===== src/rtl/park_pkg.sv =====
// Shared types for the Park rotation engine.
// Assumes the four products are issued in a fixed slot order after capture.
package park_pkg;
    // Multiplier slot, in issue order after the sample boundary.
    typedef enum logic [1:0] {
        SLOT_AC = 2'd0,   // alpha * cos
        SLOT_BS = 2'd1,   // beta  * sin
        SLOT_BC = 2'd2,   // beta  * cos
        SLOT_AS = 2'd3    // alpha * sin
    } mul_slot_e;
endpackage


===== src/rtl/park_sched.sv =====
// Period scheduler: a counter free-running over 0..PERIOD-1.
// Assumes PERIOD >= 8 so that all compute slots fit inside one period.
module park_sched #(
    parameter int PERIOD = 800,
    localparam int CW    = $clog2(PERIOD)
) (
    input  logic          clk,
    input  logic          rst_n,
    output logic [CW-1:0] cnt_o
);
    localparam logic [CW-1:0] LAST = CW'(PERIOD - 1);

    // Step the position inside the sample period, wrapping at the end.
    always_ff @(posedge clk) begin
        if (!rst_n)             cnt_o <= '0;
        else if (cnt_o == LAST) cnt_o <= '0;
        else                    cnt_o <= cnt_o + CW'(1);
    end

    a_r2_wrap: assert property (@(posedge clk) disable iff (!rst_n)
        (cnt_o == LAST) |=> (cnt_o == '0));
    a_r2_step: assert property (@(posedge clk) disable iff (!rst_n)
        (cnt_o != LAST) |=> (cnt_o == $past(cnt_o) + CW'(1)));
endmodule


===== src/rtl/park_mac.sv =====
// Shared multiply-accumulate: captures operands at the boundary, then runs
// four products through one multiplier and builds the d and q sums.
// Assumes the counter comes from park_sched and counts 0,1,2,...
module park_mac
    import park_pkg::*;
#(
    parameter int DW     = 16,
    parameter int PERIOD = 800,
    localparam int CW    = $clog2(PERIOD),
    localparam int PW    = 2 * DW,
    localparam int AW    = 2 * DW + 1
) (
    input  logic                 clk,
    input  logic                 rst_n,
    input  logic [CW-1:0]        cnt_i,
    input  logic                 stb_i,
    input  logic signed [DW-1:0] alpha_i,
    input  logic signed [DW-1:0] beta_i,
    input  logic signed [DW-1:0] cos_i,
    input  logic signed [DW-1:0] sin_i,
    output logic                 armed_o,
    output logic signed [AW-1:0] acc_d_o,
    output logic signed [AW-1:0] acc_q_o
);
    logic signed [DW-1:0] ra, rb, rc, rs;
    logic signed [DW-1:0] ma, mb;
    logic signed [PW-1:0] prod, prod_q;
    logic signed [AW-1:0] prod_x;
    logic                 mul_en;
    mul_slot_e            slot;

    // Latch the sample and the period's armed flag at each boundary.
    always_ff @(posedge clk) begin
        if (!rst_n) begin
            armed_o <= 1'b0;
            ra <= '0; rb <= '0; rc <= '0; rs <= '0;
        end else if (cnt_i == '0) begin
            armed_o <= stb_i;
            if (stb_i) begin
                ra <= alpha_i; rb <= beta_i; rc <= cos_i; rs <= sin_i;
            end
        end
    end

    // Counter values 1..4 are the multiplier slots.
    always_comb begin
        mul_en = armed_o && (cnt_i >= CW'(1)) && (cnt_i <= CW'(4));
        slot   = mul_slot_e'(cnt_i[1:0] - 2'd1);
    end

    // Route the slot's operand pair into the shared multiplier.
    always_comb begin
        case (slot)
            SLOT_AC: begin ma = ra; mb = rc; end
            SLOT_BS: begin ma = rb; mb = rs; end
            SLOT_BC: begin ma = rb; mb = rc; end
            default: begin ma = ra; mb = rs; end
        endcase
        prod   = ma * mb;
        prod_x = AW'(prod_q);
    end

    // The single product register, enabled only in its slots.
    always_ff @(posedge clk) begin
        if (!rst_n)      prod_q <= '0;
        else if (mul_en) prod_q <= prod;
    end

    // Fold each product into its accumulator one cycle after it is formed.
    always_ff @(posedge clk) begin
        if (!rst_n) begin
            acc_d_o <= '0;
            acc_q_o <= '0;
        end else if (armed_o) begin
            if (cnt_i == CW'(2)) acc_d_o <= prod_x;
            if (cnt_i == CW'(3)) acc_d_o <= acc_d_o + prod_x;
            if (cnt_i == CW'(4)) acc_q_o <= prod_x;
            if (cnt_i == CW'(5)) acc_q_o <= acc_q_o - prod_x;
        end
    end

    a_r4_mul_hold: assert property (@(posedge clk) disable iff (!rst_n)
        !mul_en |=> $stable(prod_q));
    a_r3_ops_hold: assert property (@(posedge clk) disable iff (!rst_n)
        (cnt_i != '0) |=> ($stable(ra) && $stable(rb) && $stable(rc) && $stable(rs)));
    a_r5_acc_range: assert property (@(posedge clk) disable iff (!rst_n)
        (acc_d_o <= (AW'(1) <<< (PW - 1))) && (acc_d_o >= -(AW'(1) <<< (PW - 1))));
endmodule


===== src/rtl/park_out.sv =====
// Output stage: saturates the sums to DW bits and presents them either at a
// fixed phase in the capture period or at the next boundary.
// Assumes OUT_PHASE lies after the last accumulate step (counter 5).
module park_out #(
    parameter int DW        = 16,
    parameter int PERIOD    = 800,
    parameter int OUT_PHASE = 10,
    parameter bit LOW_LAT   = 1'b1,
    localparam int CW       = $clog2(PERIOD),
    localparam int AW       = 2 * DW + 1
) (
    input  logic                 clk,
    input  logic                 rst_n,
    input  logic [CW-1:0]        cnt_i,
    input  logic                 armed_i,
    input  logic signed [AW-1:0] acc_d_i,
    input  logic signed [AW-1:0] acc_q_i,
    output logic signed [DW-1:0] d_o,
    output logic signed [DW-1:0] q_o,
    output logic                 vld_o
);
    localparam int FRAC    = DW - 1;
    localparam int LOAD_AT = LOW_LAT ? OUT_PHASE - 1 : PERIOD - 1;
    localparam int VIS_AT  = LOW_LAT ? OUT_PHASE : 0;
    localparam logic signed [AW-1:0] SAT_HI = AW'((2 ** (DW - 1)) - 1);
    localparam logic signed [AW-1:0] SAT_LO = -AW'(2 ** (DW - 1));

    logic load;

    // Rescale a Q2.30-style sum to Q1.15 and clamp it.
    function automatic logic signed [DW-1:0] clamp(input logic signed [AW-1:0] v);
        logic signed [AW-1:0] sh;
        sh = v >>> FRAC;
        if (sh > SAT_HI)      return SAT_HI[DW-1:0];
        else if (sh < SAT_LO) return SAT_LO[DW-1:0];
        else                  return sh[DW-1:0];
    endfunction

    // Load point of the selected output mode.
    always_comb load = armed_i && (cnt_i == CW'(LOAD_AT));

    // Present the result and its one-cycle valid pulse.
    always_ff @(posedge clk) begin
        if (!rst_n) begin
            d_o   <= '0;
            q_o   <= '0;
            vld_o <= 1'b0;
        end else begin
            vld_o <= load;
            if (load) begin
                d_o <= clamp(acc_d_i);
                q_o <= clamp(acc_q_i);
            end
        end
    end

    a_r8_vld_phase: assert property (@(posedge clk) disable iff (!rst_n)
        vld_o |-> (cnt_i == CW'(VIS_AT)));
    a_r9_out_hold: assert property (@(posedge clk) disable iff (!rst_n)
        (cnt_i != CW'(VIS_AT)) |-> ($stable(d_o) && $stable(q_o)));
    a_r10_no_arm: assert property (@(posedge clk) disable iff (!rst_n)
        (!armed_i && cnt_i == CW'(LOAD_AT)) |=> !vld_o);
endmodule


===== src/rtl/park_rotor.sv =====
// Park rotation engine: d = a*cos + b*sin, q = b*cos - a*sin, computed
// with one shared multiplier inside each sample period.
// Assumes samples arrive with smp_stb in the boundary cycle of the counter.
module park_rotor #(
    parameter int DW        = 16,
    parameter int PERIOD    = 800,
    parameter int OUT_PHASE = 10,
    parameter bit LOW_LAT   = 1'b1
) (
    input  logic                 clk,
    input  logic                 rst_n,
    input  logic                 smp_stb,
    input  logic signed [DW-1:0] alpha_i,
    input  logic signed [DW-1:0] beta_i,
    input  logic signed [DW-1:0] cos_i,
    input  logic signed [DW-1:0] sin_i,
    output logic signed [DW-1:0] d_o,
    output logic signed [DW-1:0] q_o,
    output logic                 res_vld
);
    localparam int CW = $clog2(PERIOD);
    localparam int AW = 2 * DW + 1;

    logic [CW-1:0]        cnt;
    logic                 armed;
    logic signed [AW-1:0] acc_d, acc_q;

    park_sched #(.PERIOD(PERIOD)) u_sched (
        .clk(clk), .rst_n(rst_n), .cnt_o(cnt)
    );

    park_mac #(.DW(DW), .PERIOD(PERIOD)) u_mac (
        .clk(clk), .rst_n(rst_n), .cnt_i(cnt), .stb_i(smp_stb),
        .alpha_i(alpha_i), .beta_i(beta_i), .cos_i(cos_i), .sin_i(sin_i),
        .armed_o(armed), .acc_d_o(acc_d), .acc_q_o(acc_q)
    );

    park_out #(.DW(DW), .PERIOD(PERIOD), .OUT_PHASE(OUT_PHASE), .LOW_LAT(LOW_LAT)) u_out (
        .clk(clk), .rst_n(rst_n), .cnt_i(cnt), .armed_i(armed),
        .acc_d_i(acc_d), .acc_q_i(acc_q),
        .d_o(d_o), .q_o(q_o), .vld_o(res_vld)
    );
endmodule


===== config.mk =====
export PLATFORM = sky130hd
export DESIGN_NAME = park_rotor
export DESIGN_NICKNAME = d
export VERILOG_FILES = /design/src/rtl/park_pkg.sv /design/src/rtl/park_sched.sv /design/src/rtl/park_mac.sv /design/src/rtl/park_out.sv /design/src/rtl/park_rotor.sv
export SDC_FILE = /design/constraint.sdc
export NUM_CORES = 1
export LEC_CHECK = 0
export BUFFER_PORTS_ARGS = -buffer_cell sky130_fd_sc_hd__buf_2
export CAP_MARGIN = 20
export CORE_MARGIN = 10
export CORE_UTILIZATION = 29
export DETAILED_ROUTE_END_ITERATION = 12
export REMOVE_ABC_BUFFERS = 1
export SLEW_MARGIN = 20
export SYNTH_ARGS = -nofsm -noshare
export SYNTH_HDL_FRONTEND = slang
export SYNTH_SLANG_ARGS = --single-unit

===== constraint.sdc =====
create_clock -name clk -period 9.65 [get_ports clk]
set_clock_uncertainty 0.2 [all_clocks]
set_input_delay 0 -clock clk [delete_from_list [all_inputs] [get_ports clk]]
set_output_delay 0 -clock clk [all_outputs]
set_load 0.02 [all_outputs]

# Word-level counts from Yosys, hierarchy flattened
# Index checks and enable logic that the tools add are counted.
totals:
  regBits: 206
  memories: 0
  output_inout_bits: 33
  mem_bits_rw: 0
  word_cells: 55
  mem_bits_ro: 0
  latchBits: 0
op_classes:
  div: 0
  n_lt_le_gt_ge: 6
  bitwise_logic: 1
  n_mux: 10
  shifts: 0
  n_eq_ne: 8
  n_reduce_logical: 13
  n_addsub: 4
  n_mul: 1
ops:
  columns: ["op", "count"]
  rows:
  - ["33-bit two-way mux", 4]
  - ["16-bit two-way mux", 6]
  - ["18-bit by 16-bit > comparator with 1-bit output, second input constant", 2]
  - ["18-bit by 16-bit < comparator with 1-bit output, second input constant", 2]
  - ["33-bit by 32-bit adder with 33-bit output", 1]
  - ["33-bit by 32-bit subtractor with 33-bit output", 1]
  - ["16-bit by 16-bit multiplier with 32-bit output", 1]
  - ["10-bit by 2-bit equality test with 1-bit output, second input constant", 2]
  - ["10-bit by 3-bit equality test with 1-bit output, second input constant", 2]
  - ["10-bit by 1-bit adder with 10-bit output, second input constant", 1]
  - ["10-bit equality test, second input constant", 1]
  - ["10-bit by 4-bit equality test with 1-bit output, second input constant", 1]
  - ["10-bit by 1-bit greater-or-equal comparator with 1-bit output, second input constant", 1]
  - ["10-bit by 3-bit less-or-equal comparator with 1-bit output, second input constant", 1]
  - ["10-bit zero test", 1]
  - ["2-bit AND reduction", 3]
  - ["2-bit OR reduction", 3]
  - ["2-bit nonzero test", 2]
  - ["1-bit logical AND", 3]
  - ["2-bit by 1-bit equality test with 1-bit output, second input constant", 1]
  - ["2-bit equality test, second input constant", 1]
  - ["2-bit zero test", 1]
  - ["2-bit by 1-bit subtractor with 2-bit output, second input constant", 1]
  - ["1-bit NOT", 1]

# Depth between registers and ports, before layout
logic_depth:
  ltp_word: 5
  depth_mapped: 28
  mapped_depth_nobuf: 26

# Hierarchy
# A second synthesis with hierarchy kept.
hier_totals:
  hier_cells: 2682
  hier_area_um2: 22515.3
modules_own_cells:
  columns: ["mod", "area_each_um2", "cells_per_inst", "seq_area_each_um2", "n_inst"]
  rows:
  - ["park_mac", 20071.8, 2407, 3263.1, 1]
  - ["park_out", 1994.4, 226, 660.6, 1]
  - ["park_sched", 449.2, 49, 200.2, 1]

# Worst setup path after synthesis
# No wires, ideal clock.
synth_path:
  path_type: "reg-to-reg"
  start: "register u_sched.cnt_o[1]"
  end: "register u_mac.prod_q[31]"
  stages_incl_launch_ff: 26
  period_less_slack_ps: 8089
  arrival_time_ps: 7760
  n_path_buf: 2
  slack_ps: 1561
  cell_sequence: "dfxtp_1 -> inv_1 -> ha_1 -> nor2_1 -> clkbuf_1 -> clkbuf_1 -> mux2i_1 -> nor2_1 -> fa_1 -> fa_1 -> fa_1 -> fa_1 -> fa_1 -> inv_1 -> fa_1 -> inv_1 -> ha_1 -> and3_1 -> and3_1 -> and4_1 -> a22oi_1 -> a31o_2 -> o311ai_1 -> o22ai_1 -> xnor2_1 -> a21oi_1"
synth_between:
  elab_chain_len: 5
synth_lines:
  columns: ["element", "line", "source"]
  rows:
  - ["start: declaration", "park_sched.sv:9", "output logic [CW-1:0] cnt_o"]
  - ["start signal: assignment", "park_sched.sv:17", "else cnt_o <= cnt_o + CW'(1);"]
  - ["2-bit by 1-bit subtractor with 2-bit output", "park_mac.sv:48", "slot = mul_slot_e'(cnt_i[1:0] - 2'd1);"]
  - ["2-bit by 1-bit equality test with 1-bit output, or another cell as far along", "park_mac.sv:53", "case (slot)"]
  - ["2-bit OR reduction (no line)", null, null]
  - ["16-bit two-way mux", "park_mac.sv:53", null]
  - ["16-bit by 16-bit multiplier with 32-bit output", "park_mac.sv:59", "prod = ma * mb;"]
  - ["end signal: assignment", "park_mac.sv:66", "else if (mul_en) prod_q <= prod;"]
  - ["end: declaration", "park_mac.sv:27", "logic signed [PW-1:0] prod, prod_q;"]
# Several ways; a longest one is shown, not always the timed one.
# A chain may end at the register's enable or synchronous reset.

# Final worst setup path
layout_path:
  start: "register u_sched.cnt_o[0]"
  end: "register u_mac.prod_q[26]"
layout_between:
  elab_chain_len: 5
layout_lines:
  columns: ["element", "line", "source"]
  rows:
  - ["2-bit by 1-bit subtractor with 2-bit output *", "park_mac.sv:48", null]
  - ["named net u_mac.slot[0]", "park_mac.sv:30", "mul_slot_e slot;"]
  - ["2-bit by 1-bit equality test with 1-bit output, or another cell as far along", "park_mac.sv:53", null]
  - ["2-bit OR reduction (no line)", null, null]
  - ["16-bit two-way mux", "park_mac.sv:53", null]
  - ["16-bit by 16-bit multiplier with 32-bit output *", "park_mac.sv:59", null]
# The timed path passes the listed nets; every way through them passes the cells marked *.

==> impl_metrics.yaml <==
status:
  status: "finished clean"
synth:
  avgSynthCellArea_um2: 8.32
  ys_seq_elements: 206
  yosysSeqAreaShare_pct: 19.2
  ys_types: 87
  yosysWarnings: 0
  synth_edf_count: 0
  syn-cell-area_mm2: 0.0215
  yosysTopAreaCell: "fa_1"
  async_reset_ff_share_pct: 0
  synth_ff_type: "dfxtp_1"
  yosysMostFrequentCell: "nand2_1"
  postSynthCellCount: 2578
  synth_top_cell_area_share_pct: 24.6
  synthTopCellsByArea: "fa_1 25%, dfxtp_1 19%, ha_1 9.0%, nand2_1 7.2%, inv_1 6.0%"
  synth_common_cells: "411 x nand2_1, 341 x inv_1, 271 x nor2_1, 264 x fa_1, 206 x dfxtp_1"
min_path:
  hp-class: "input port to flop"
floorplanning:
  io_pins: 100
  core-area_mm2: 0.0732
  die_w_um: 292
  start_util_pct: 29.3
  die_area_mm2: 0.0853
  die_y_um: 292
  rows: 99
timing:
  layout_setup_ws_ns: 1.09
  finalSetupViolCount: 0
  finalMaxSlewViolations: 0
  rsz0062_at_grt: "false"
  hold_slack_ns: 0.00356
  fin_crit_sh_pct: 88.7
  slew_headroom_pct: 26.3
  tns_ns: 0
  finalCriticalPeriod_ns: 8.56
  hold_violations: 0
  fmax_mhz: 117
  worst_slew_pin_slew_ns: 1.11
clock_tree:
  htreeDepth: 1
  cts_buffers: 24
  clk_latency_ns: 0.56
  clockRootBuffer: "clkbuf_16"
  cts_tree: "built"
  cts.path.max_buffers: 3
  clock-sinks: 206
  clkSlewWorstSetupHoldPaths_ns: 0.06
  cts_resized: 0
power_and_ir_drop:
  p_leak_uw: 0.0112
  p_per_area_mw_per_mm2: 111
  ir_drop_mv: 0.118
global_routing:
  grt_pass1_wl_um: 97400
  grt_usage_pct: 13.8
  antenna_found_initial: 0
  grt_overflow: 0
  grt_max_degree: 88
  grt_pass1_vias: 17900
cells_and_area:
  fillCellCount: 7689
  drive_above_1_share_pct: 9.49
  finish.instance_area_mm2: 0.0247
  area_delta_synth_final_pct: 15.0
  num-nets-final: 3198
  diodes: 0
setup_path:
  start_kind: "flop"
  r2r-start: "u_sched.cnt_o[0]"
  worstReg2RegEnd: "u_mac.prod_q[26]"
  critPathCaptureType: "flop"
  cp-startpoint: "u_sched.cnt_o[0]"
  cp-endpoint: "u_mac.prod_q[26]"
  worst-setup-path-type: "flop to flop"
  reg2reg_depth: 25
  cp_max_fo: 21
  crit_arrival_ns: 8.81
  cp_data_required_time_ns: 9.91
  r2r_slack_ns: 1.09
run:
  maxCapViolCount: 0
drt:
  route.detailed.vias_per_inst: 4.83
  drt-pass1-iter-count: 5
  drt-wirelength-per-cell_um: 16.1
  drt_iter0_markers: 945
  vias: 17800
  drt-total-wl_um: 59500
  ant_nets: 0
  drc: 0
placed_design:
  portBuffers: 99
  dp_hpwl_um: 45900
  place_ws_ns: 1.12
  gp_congestion: 0.907
  postPlaceCellArea_mm2: 0.0229
[report_power, final]
part           switching, µW  total [µW]  leakage (µW)  internal (µW)
Sequential              34.9         915       0.00167            880
Clock                    399        1000      0.000429            603
Combinational            490         819       0.00905            329
Total                    924        2740        0.0112           1810
[how the worst min path moves through the flow]
stage / to / from / slack [ns] / depth (start not counted)
after detailed placement: u_mac.rb[13] / beta_i[13] / 0.05 / 3
after floorplan: u_mac.acc_d_o[20] / rst_n / -0.07 / 1
after global placement: u_mac.rb[12] / beta_i[12] / 0.04 / 3
after global routing: u_mac.rs[5] / sin_i[5] / 0.02 / 4
after CTS: u_mac.rb[10] / beta_i[10] / 0.0003 / 4
final: u_mac.rs[15] / smp_stb / 0.004 / 5
[layout make-up]
| cell class | instances | area, µm² | area share (%) |
|---|---|---|---|
| multi-input combinational | 1923 | 15600 | 63.3 |
| sequential | 206 | 4120 | 16.7 |
| inverter | 343 | 1290 | 5.23 |
| timing repair buffer | 215 | 1590 | 6.45 |
| clock inverter | 13 | 188 | 0.761 |
| tap | 959 | 1200 | 4.86 |
| clock buffer | 30 | 673 | 2.73 |
[worst max-delay path, stage by stage, from the launching register on]
cell	delay [ns]
dfxtp_1	0.47
inv_1	0.15
ha_1	0.26
nor2_4	0.63
mux2i_1	0.74
nor2_1	0.16
fa_1	0.57
inv_1	0.05
fa_1	0.55
fa_1	0.45
fa_1	0.50
inv_1	0.06
fa_1	0.53
inv_1	0.05
fa_1	0.53
inv_1	0.04
ha_1	0.33
a21o_1	0.17
a21o_1	0.18
a2111oi_0	0.41
o21a_1	0.23
o221ai_1	0.20
a21bo_2	0.25
nor4_1	0.29
o21ai_0	0.15
a311oi_1	0.25
[cell families (layout without fill, tap and decap cells)]
logic type / Yosys count / after routing / synth area share [%]
adders and majority gates: 418 / 418 / 33.6
buffers and inverters: 449 / 601 / 8.19
AOI/OAI and AO/OA: 490 / 490 / 15.0
muxes: 65 / 65 / 3.19
and+or+nand+nor: 864 / 864 / 17.3
DFF: 206 / 206 / 19.2
xor gates and xnor gates: 86 / 86 / 3.51
[state kept, by name, indices dropped and copies added (netlist names)]
signal,cells
u_mac.acc_d_o,33
u_mac.acc_q_o,33
u_mac.prod_q,32
u_mac.ra,16
u_mac.rb,16
u_mac.rc,16
u_mac.rs,16
u_out.d_o,16
u_out.q_o,16
u_sched.cnt_o,10
u_mac.armed_o,1
u_out.vld_o,1
[through the flow]
step           utilization, %  std cells  total power [µW]
2_1_floorplan               -       2472              1490
3_3_place_gp             31.3       3556              1710
3_5_place_dp             31.3       3556              1720
4_1_cts                  33.7       3689              2770
5_1_grt                  33.7       3689              2910
6_report                 33.7       3689              2740
[layout by cell type (no fill, tap or decap), drive strengths merged, types with 11 or more instances in the layout]
cell / synthesis / final
nor2: 273 / 273
xor2: 26 / 26
nand2b: 20 / 20
a21oi: 185 / 185
nor2b: 11 / 11
dfxtp: 206 / 206
nor3: 17 / 17
o221ai: 18 / 18
a211oi: 13 / 13
o21ai: 98 / 98
nand3: 43 / 43
buf: 17 / 125
o21bai: 12 / 12
mux2: 27 / 27
nand2: 414 / 414
fa: 264 / 264
or3: 15 / 15
a311oi: 23 / 23
xnor2: 60 / 60
and3: 14 / 14
clkbuf: 88 / 30
o211ai: 18 / 18
ha: 154 / 154
inv: 342 / 345
mux2i: 38 / 38
a31oi: 18 / 18
o21a: 13 / 13
nand4: 17 / 17
a21o: 39 / 39
dlygate4sd3: 0 / 90
[per-layer routing]
metal	part of all wire [%]	track usage (%)
met4	2.1	2.94
met1	49	19.2
met3	5.2	2.22
met2	44	22.1
met5	0	0
[timing repair]
item                       in CTS  in global routing
setup endpoints to repair       0                  0
hold buffers                   90                  0
buffers inserted                0                  0
hold endpoints to repair      101                  0
Power figures use the tool's default switching activity.
